<file path="config.mk">
export PLATFORM = sky130hd
export DESIGN_NAME = dispatch_scoreboard
export DESIGN_NICKNAME = d
export VERILOG_FILES = /design/src/rtl/dsb_pkg.sv /design/src/rtl/dsb_port_hold.sv /design/src/rtl/dsb_div_timer.sv /design/src/rtl/dsb_route_pick.sv /design/src/rtl/dispatch_scoreboard.sv
export SDC_FILE = /design/constraint.sdc
export NUM_CORES = 1
export LEC_CHECK = 0
export BUFFER_PORTS_ARGS = -buffer_cell sky130_fd_sc_hd__buf_2
export CAP_MARGIN = 10
export CORE_MARGIN = 10
export CORE_UTILIZATION = 59
export CTS_BUF_LIST = sky130_fd_sc_hd__clkbuf_8
export DETAILED_ROUTE_END_ITERATION = 10
export HOLD_SLACK_MARGIN = 0.02
export PLACE_DENSITY_LB_ADDON = 0.2
export SLEW_MARGIN = 20
export SYNTH_ARGS = -nofsm -noshare
export SYNTH_HDL_FRONTEND = slang
export SYNTH_SLANG_ARGS = --single-unit
</file>
<file path="constraint.sdc">
create_clock -name clk -period 2.53 [get_ports clk]
set_clock_uncertainty 0.2 [all_clocks]
set_input_delay 0.1265 -clock clk [delete_from_list [all_inputs] [get_ports clk]]
set_output_delay 0.1265 -clock clk [all_outputs]
set_load 0.01 [all_outputs]
</file>
<file path="src/rtl/dsb_pkg.sv">
package dsb_pkg;

    localparam int NUM_PORTS = 5;
    localparam int CLASS_W   = 4;
    localparam int MODE_W    = 2;
    localparam int LAT_W     = 6;
    localparam int HOLD_W    = 2;
    localparam int DIV_CNT_W = 6;

    localparam logic [CLASS_W-1:0] OP_ALU    = 4'd0;
    localparam logic [CLASS_W-1:0] OP_SHIFT  = 4'd1;
    localparam logic [CLASS_W-1:0] OP_IMUL   = 4'd2;
    localparam logic [CLASS_W-1:0] OP_BRANCH = 4'd3;
    localparam logic [CLASS_W-1:0] OP_LOAD   = 4'd4;
    localparam logic [CLASS_W-1:0] OP_STORE  = 4'd5;
    localparam logic [CLASS_W-1:0] OP_FADD   = 4'd6;
    localparam logic [CLASS_W-1:0] OP_FMUL   = 4'd7;
    localparam logic [CLASS_W-1:0] OP_IDIV   = 4'd8;
    localparam logic [CLASS_W-1:0] OP_FDIV   = 4'd9;

    localparam logic [NUM_PORTS-1:0] PORT_ALU0   = 5'b00001;
    localparam logic [NUM_PORTS-1:0] PORT_ALU1   = 5'b00010;
    localparam logic [NUM_PORTS-1:0] PORT_LOAD   = 5'b00100;
    localparam logic [NUM_PORTS-1:0] PORT_STPAIR = 5'b11000;

    typedef struct packed {
        logic                 legal;
        logic [NUM_PORTS-1:0] need;
        logic [NUM_PORTS-1:0] alt;
        logic                 uses_idiv;
        logic                 uses_fdiv;
        logic [HOLD_W-1:0]    hold;
        logic [LAT_W-1:0]     latency;
        logic [DIV_CNT_W-1:0] div_block;
    } op_route_t;

    function automatic logic [LAT_W-1:0] int_div_span(input logic [MODE_W-1:0] mode);
        case (mode)
            2'd0:    return LAT_W'(12);
            2'd1:    return LAT_W'(21);
            default: return LAT_W'(37);
        endcase
    endfunction

    function automatic logic [LAT_W-1:0] fp_div_span(input logic [MODE_W-1:0] mode);
        case (mode)
            2'd0:    return LAT_W'(18);
            2'd1:    return LAT_W'(32);
            default: return LAT_W'(38);
        endcase
    endfunction

    function automatic op_route_t single_port(input logic [NUM_PORTS-1:0] port,
                                              input logic [LAT_W-1:0] lat);
        op_route_t r;
        r           = '0;
        r.legal     = 1'b1;
        r.need      = port;
        r.hold      = HOLD_W'(1);
        r.latency   = lat;
        return r;
    endfunction

    function automatic op_route_t decode_op(input logic [CLASS_W-1:0] cls,
                                            input logic [MODE_W-1:0]  mode);
        op_route_t r;
        logic [LAT_W-1:0] span;
        r    = '0;
        span = '0;
        case (cls)
            OP_ALU: begin
                r     = single_port(PORT_ALU0, LAT_W'(1));
                r.alt = PORT_ALU1;
            end
            OP_SHIFT:  r = single_port(PORT_ALU0, LAT_W'(1));
            OP_IMUL:   r = single_port(PORT_ALU0, LAT_W'(4));
            OP_BRANCH: r = single_port(PORT_ALU1, LAT_W'(1));
            OP_LOAD:   r = single_port(PORT_LOAD, LAT_W'(4));
            OP_STORE:  r = single_port(PORT_STPAIR, LAT_W'(1));
            OP_FADD:   r = single_port(PORT_ALU0, LAT_W'(3));
            OP_FMUL: begin
                r      = single_port(PORT_ALU0, LAT_W'(5));
                r.hold = HOLD_W'(2);
            end
            OP_IDIV: begin
                span        = int_div_span(mode);
                r           = single_port(PORT_ALU0, span);
                r.uses_idiv = 1'b1;
                r.div_block = DIV_CNT_W'(span - LAT_W'(1));
            end
            OP_FDIV: begin
                span        = fp_div_span(mode);
                r           = single_port(PORT_ALU0, span);
                r.uses_fdiv = 1'b1;
                r.div_block = DIV_CNT_W'(span - LAT_W'(2));
            end
            default: r = '0;
        endcase
        return r;
    endfunction

endpackage

</file>
<file path="src/rtl/dsb_port_hold.sv">
module dsb_port_hold #(
    parameter int HOLD_W = 2
) (
    input  logic              clk,
    input  logic              rst,
    input  logic              claim,
    input  logic [HOLD_W-1:0] hold_len,
    output logic              free
);
    logic [HOLD_W-1:0] remain;

    always_ff @(posedge clk) begin
        if (rst) begin
            remain <= '0;
        end else if (claim) begin
            remain <= hold_len - HOLD_W'(1);
        end else if (remain != '0) begin
            remain <= remain - HOLD_W'(1);
        end
    end

    assign free = (remain == '0);
endmodule

</file>
<file path="src/rtl/dsb_div_timer.sv">
module dsb_div_timer #(
    parameter int CNT_W = 6
) (
    input  logic             clk,
    input  logic             rst,
    input  logic             start,
    input  logic [CNT_W-1:0] block_len,
    output logic             idle
);
    logic [CNT_W-1:0] count;

    always_ff @(posedge clk) begin
        if (rst) begin
            count <= '0;
        end else if (start) begin
            count <= block_len;
        end else if (count != '0) begin
            count <= count - CNT_W'(1);
        end
    end

    assign idle = (count == '0);
endmodule

</file>
<file path="src/rtl/dsb_route_pick.sv">
module dsb_route_pick
    import dsb_pkg::*;
(
    input  op_route_t            route,
    input  logic [NUM_PORTS-1:0] port_free,
    output logic                 ok,
    output logic [NUM_PORTS-1:0] mask
);
    logic need_fits;
    logic alt_fits;

    assign need_fits = (route.need != '0) && ((route.need & ~port_free) == '0);
    assign alt_fits  = (route.alt  != '0) && ((route.alt  & ~port_free) == '0);

    always_comb begin
        ok   = 1'b0;
        mask = '0;
        if (route.legal) begin
            if (need_fits) begin
                ok   = 1'b1;
                mask = route.need;
            end else if (alt_fits) begin
                ok   = 1'b1;
                mask = route.alt;
            end
        end
    end
endmodule

</file>
<file path="src/rtl/dispatch_scoreboard.sv">
module dispatch_scoreboard
    import dsb_pkg::*;
(
    input  logic                 clk,
    input  logic                 rst,
    input  logic                 req_valid,
    input  logic [CLASS_W-1:0]   req_class,
    input  logic [MODE_W-1:0]    req_mode,
    output logic                 grant,
    output logic [NUM_PORTS-1:0] grant_ports,
    output logic [LAT_W-1:0]     result_latency
);
    op_route_t            route;
    logic [NUM_PORTS-1:0] port_free;
    logic [NUM_PORTS-1:0] pick_mask;
    logic                 port_ok;
    logic                 idiv_idle;
    logic                 fdiv_idle;
    logic                 div_ok;

    assign route  = decode_op(req_class, req_mode);
    assign div_ok = (!route.uses_idiv || idiv_idle) && (!route.uses_fdiv || fdiv_idle);

    dsb_route_pick u_pick (
        .route     (route),
        .port_free (port_free),
        .ok        (port_ok),
        .mask      (pick_mask)
    );

    assign grant          = req_valid && route.legal && port_ok && div_ok;
    assign grant_ports    = grant ? pick_mask : '0;
    assign result_latency = grant ? route.latency : '0;

    for (genvar p = 0; p < NUM_PORTS; p++) begin : g_port
        dsb_port_hold #(.HOLD_W(HOLD_W)) u_hold (
            .clk      (clk),
            .rst      (rst),
            .claim    (grant_ports[p]),
            .hold_len (route.hold),
            .free     (port_free[p])
        );
    end

    dsb_div_timer #(.CNT_W(DIV_CNT_W)) u_idiv (
        .clk       (clk),
        .rst       (rst),
        .start     (grant && route.uses_idiv),
        .block_len (route.div_block),
        .idle      (idiv_idle)
    );

    dsb_div_timer #(.CNT_W(DIV_CNT_W)) u_fdiv (
        .clk       (clk),
        .rst       (rst),
        .start     (grant && route.uses_fdiv),
        .block_len (route.div_block),
        .idle      (fdiv_idle)
    );
endmodule

</file>
* Yosys cells after proc, flatten, opt, wreduce, memory -nomap -nowiden
Cells that the tools add are included.
** Operators by class
- $add $sub $neg :: 10
- Eq/ne operators :: 10
- Mux-type cells :: 27
- Bitwise logic cells :: 3
- Reduce and logical (&&, ||, !) cells :: 39
** Operator list (number)
- $pmux 27 s10 :: 1
- $mux 6 :: 7
- $pmux 6 s2 :: 2
- $reduce_bool 2->1 :: 12
- $mux 2 :: 10
- $mux 5 :: 4
- $sub 6x1->6 const B :: 3
- $eq 4x3->1 const B :: 4
- $logic_not 2->1 :: 6
- $logic_not 6->1 :: 2
- $reduce_bool 6->1 :: 2
- $sub 2x1->2 const B :: 6
- $and 5x5->5 :: 2
- $logic_not 5->1 :: 2
- $reduce_bool 5->1 :: 2
- $eq 4x2->1 const B :: 2
- $eq 4x4->1 const B :: 2
- $logic_and 1x1->1 :: 8
- $sub 6x2->6 const B :: 1
- $not 5->5 :: 1
- $eq 4x1->1 const B :: 1
- $logic_not 4->1 :: 1
- $mux 1 :: 3
- $eq 2x1->1 const B :: 1
- 2 further kinds :: 4
** Storage, ports and cells
- Bits in registers :: 22

* Logic depth before layout (Yosys ltp)
- Word-level depth :: 15
- Gate-level depth with buffers :: 8
- Gate-level depth less buffers :: 8

* Modules after synthesis
From an unflattened synthesis, not the netlist that was laid out.
** Second synthesis, totals
- Cells, all modules :: 244
- Area total of the unflattened synthesis :: 1919.3 µm²
** Modules (own cells, without submodules)
- dsb_div_timer :: times used 2, cells each 46, area each 395.4 µm², sequential area each 120.1 µm²
- dsb_port_hold :: times used 5, cells each 10, area each 92.6 µm², sequential area each 40.0 µm²
- dispatch_scoreboard :: times used 1, cells each 70, area each 442.9 µm², sequential area each 0.0 µm²
- dsb_route_pick :: times used 1, cells each 32, area each 222.7 µm², sequential area each 0.0 µm²

* Worst setup path before layout
OpenSTA, ideal clock, no wires.
- Path kind :: register -> output
- Start :: reg g_port[2].u_hold.remain[0]
- End :: out grant_ports[1]
- Arrival :: 1.841 ns
- Setup slack :: 0.362 ns
- Cell stages (with the launch flop) :: 9
- Cell sequence :: dfxtp_1 inv_1 ha_1 or4b_1 a21o_1 o221ai_4 a22oi_4 and2_1 buf_4
** Between the ends
- Cells in the longest elaborated chain, start to end :: 11
- Elaborated cells between the ends (all ways) :: 17
- Those cells by class :: mux (7); bitwise (3); reduce/logical (7)
** Ends and longest elaborated chain
- start: declaration :: RTL line dsb_port_hold.sv:10 : logic [HOLD_W-1:0] remain;
- start signal: assignment :: RTL line dsb_port_hold.sv:16 : remain <= hold_len - HOLD_W'(1);
- start signal: assignment :: RTL line dsb_port_hold.sv:18 : remain <= remain - HOLD_W'(1);
- $logic_not 2->1 * :: RTL line dsb_port_hold.sv:22 : assign free = (remain == '0);
- $not 5->5 * :: RTL line dsb_route_pick.sv:12, dsb_route_pick.sv:13
- $and 5x5->5 :: RTL line dsb_route_pick.sv:13 : assign alt_fits = (route.alt != '0) && ((route.alt & ~port_free) == '0);
- $logic_not 5->1 :: RTL line dsb_route_pick.sv:13
- $logic_and 1x1->1 :: RTL line dsb_route_pick.sv:13
- $mux 1 :: RTL line dsb_route_pick.sv:22 : end else if (alt_fits) begin
- $mux 1 * :: RTL line dsb_route_pick.sv:19 : if (need_fits) begin
- $mux 1 * :: RTL line dsb_route_pick.sv:18 : if (route.legal) begin
- $logic_and 1x1->1 * (2 in series) :: RTL line dispatch_scoreboard.sv:31 : assign grant = req_valid && route.legal && port_ok && div_ok;
- named net grant :: RTL line dispatch_scoreboard.sv:9 : output logic grant,
- $mux 5 * :: RTL line dispatch_scoreboard.sv:32 : assign grant_ports = grant ? pick_mask : '0;
- end: declaration :: RTL line dispatch_scoreboard.sv:10 : output logic [NUM_PORTS-1:0] grant_ports,
Mark *: on every way through the listed nets, which the timed path passes. The rest lies on a longest branch.

* Worst setup path in the final report
- Start :: reg u_idiv.count[1]
- End :: out result_latency[0]
** Between the ends
- Cells in the longest elaborated chain, start to end :: 5
** Ends and longest elaborated chain
- start: declaration :: RTL line dsb_div_timer.sv:10 : logic [CNT_W-1:0] count;
- start signal: assignment :: RTL line dsb_div_timer.sv:16 : count <= block_len;
- start signal: assignment :: RTL line dsb_div_timer.sv:18 : count <= count - CNT_W'(1);
- $logic_not 6->1 :: RTL line dsb_div_timer.sv:22 : assign idle = (count == '0);
- $logic_or 1x1->1 :: RTL line dispatch_scoreboard.sv:22 : assign div_ok = (!route.uses_idiv || idiv_idle) && (!route.uses_fdiv || fdiv_idle);
- $logic_and 1x1->1 :: RTL line dispatch_scoreboard.sv:22
- $logic_and 1x1->1 :: RTL line dispatch_scoreboard.sv:31
- $mux 6 :: RTL line dispatch_scoreboard.sv:33 : assign result_latency = grant ? route.latency : '0;
- end: declaration :: RTL line dispatch_scoreboard.sv:11 : output logic [LAT_W-1:0] result_latency
No other way between the ends.

==> metrics.csv <==
metric,value,unit
core,2810,µm²
cts-root-buf,clkbuf_8,
yosysTopAreaCell,dfxtp_1,
clk_latency,0.27,ns
drt_pass1_iterations,4,
fin_nets,257,
clock-sinks,22,
cp.required,2.20,ns
synthMuxAreaShare,0.573,%
fp.dieW,74.4,µm
leakage,0.000889,µW
synth_top_family_by_area,simple AND/OR/NAND/NOR gates,
syn-num-nets,231,
synth-seq-cells,22,
num_vias,1579,
drive_gt1_share,31.5,%
report.final.slew_viol_count,0,
dpl_cell_area,1810,µm²
ys.warnings.count,0,
grt_start_max_net_pins,26,
port_buffers,20,
cp_max_fo,8,
cp-start-kind,flop,
postCtsHoldBufs,0,
num_io_pins,21,
setup.worst_path.class,flop to primary output,
yosysTopAreaCellShare,25.2,%
grt_pass1_wl,6670,µm
antenna_found_initial,0,
p_total,2150,µW
finalCriticalPeriod,2.44,ns
grt_pass1_vias,1565,
tightest_slew,0.545,ns
vias_per_cell,5.87,
power.density,1040,nW/µm²
final.fill_count,220,
cts_tree,built,
syn_inst,213,
post_drt_wl_per_cell,15.4,µm
routed_wl,4160,µm
status,"complete, no violations",
yosysUniqueCellTypes,52,
maxCapViolCount,0,
drc_errors,0,
syn2layout_area_growth,17.8,%
ant_nets,0,
core.rowCount,19,
path_clk_slew,0.08,ns
syn-cell-area,1750,µm²
post-route-period-util,96.4,%
fp.dieArea,5540,µm²
yosys.area_share.simple,29.1,%
cts_buffer_depth,2,
drt_iter0_drc,114,
syn_avg_cell_area,8.21,µm²
diodes,0,
synth_edf_count,0,
crit_arrival,2.11,ns
hpwl,2850,µm
setup-violations-final,0,
synth-main-ff-cell,dfxtp_1,
max_slew_margin,63.6,%
design_area,2060,µm²
synth_fa_ha_area_share,6.44,%
cp-end-kind,primary output,
synth.area.top_cells,"dfxtp_1, ha_1, a21oi_1",
numCtsBuffers,3,
die_y,74.4,µm
rsz0062_at_grt,true,
hold_path_class,input port to flop,
ir_drop,0.599,mV
hold_viol,0,
synth_xor_area_share,6.51,%
grt_util_all_layers,15.0,%
initial_core_util,62.3,%
place_congestion,0.825,
synthArstFlopShare,0,%
h-tree-depth,1,
synth_seq_area_share,25.2,%
grt_overflow_total,0,
max_freq,410,MHz
synth_compound_area_share,22.3,%
## report_power, final
group / switching, µW / total (µW) / internal (µW)
registers: 122 / 608 / 486
logic: 640 / 1280 / 641
clock network: 120 / 259 / 139
total: 883 / 2150 / 1270
## state kept, by name (all words and copies together) (netlist names)
signal,flops
u_fdiv.count,6
g_port.u_hold.remain,10
u_idiv.count,6
## final timing paths
| path | startpoint | depth (start not counted) | slack, ns | end |
|---|---|---|---|---|
| worst max-delay path | u_idiv.count[1]$_SDFFE_PP0P_ | 8 | 0.09 | result_latency[0] |
| worst min-delay path | req_mode[1] | 3 | 0.04 | u_idiv.count[2]$_SDFFE_PP0P_ |
| worst max register to register | g_port[3].u_hold.remain[0]$_SDFFE_PP0P_ | 8 | 0.38 | g_port[3].u_hold.remain[1]$_SDFFE_PP0P_ |
| worst min register to register | g_port[4].u_hold.remain[1]$_SDFFE_PP0P_ | 2 | 0.32 | g_port[4].u_hold.remain[1]$_SDFFE_PP0P_ |
## layout by cell type, fill, tap and decap left out, types with 3 or more instances in the layout
cell type	n
buf_4	15
and3_1	3
o22ai_1	3
nor3_1	13
ha_4	3
inv_1	17
xor2_1	9
ha_1	6
buf_2	19
inv_2	6
dfxtp_2	4
o21ai_0	4
nand2_1	18
a21oi_1	18
a211oi_2	3
dfxtp_1	18
nand3_1	3
nor2_1	13
o21ai_1	3
xnor2_1	4
and2_1	3
nor2b_1	3
nand2b_1	5
clkbuf_8	4
## per-stage QoR
step                      utilization [%]  TNS (ns)  setup WS, ns  instances  hold slack, ns
after floorplan                         -         0         0.362        213          0.0971
after detailed placement             64.5         0         0.234        251           0.305
after global routing                 73.4    -0.125       -0.0419        269           0.113
final                                73.4         0        0.0909        269          0.0405
after CTS                            67.6         0        0.0120        258          0.0383
after global placement               64.5         0         0.320        251           0.295
## layer usage
layer | GRT usage, % | share of wire, % | vias up
li1 | - | - | 782
met1 | 16.8 | 43 | 750
met2 | 25.8 | 51 | 40
met3 | 2.79 | 4.1 | 7
met4 | 8.82 | 1.8 | 0
met5 | 0 | 0 | -
## critical path: stages, from the launching register on
cell and delay (ns):
dfxtp_1 0.35, inv_2 0.08, ha_4 0.13, nor4b_4 0.27, nor3b_4 0.30, o21ai_4 0.10
a22oi_4 0.30, nor2b_4 0.19, buf_2 0.13
## timing repair
action,CTS,global route
resized for setup,4,22
buffers inserted,3,11
pin swaps,3,11
setup endpoints to repair,7,11
## synthesized netlist by cell type (all sizes together), types with 3 or more instances
| master | instances |
|---|---|
| a21oi | 18 |
| nand2b | 6 |
| xor2 | 9 |
| dfxtp | 22 |
| nor2b | 4 |
| inv | 23 |
| and2 | 5 |
| ha | 9 |
| o21ai | 8 |
| clkbuf | 7 |
| and3 | 3 |
| nor3 | 14 |
| nor3b | 4 |
| nand2 | 18 |
| xnor2 | 4 |
| a31oi | 3 |
| buf | 7 |
| a211oi | 4 |
| nor2 | 14 |
| nand3 | 3 |
| o22ai | 3 |
## cell type report
| class | instances | area (µm²) | area share (%) |
|---|---|---|---|
| Clock buffer | 4 | 55.1 | 2.67 |
| Sequential cell | 22 | 445 | 21.6 |
| Multi-Input combinational cell | 154 | 1210 | 59.0 |
| Inverter | 23 | 86.3 | 4.19 |
| Timing Repair Buffer | 35 | 219 | 10.6 |
| Tap cell | 31 | 38.8 | 1.88 |
## logic make-up after synthesis
group / Yosys count
buffers and inverters: 37
XOR/XNOR: 13
AND/OR/NAND/NOR: 80
flip-flops: 22
multiplexers: 1
AO/OA/AOI/OAI: 51
adder cells (fa/ha/maj): 9
(Power assumes the default switching activity.)
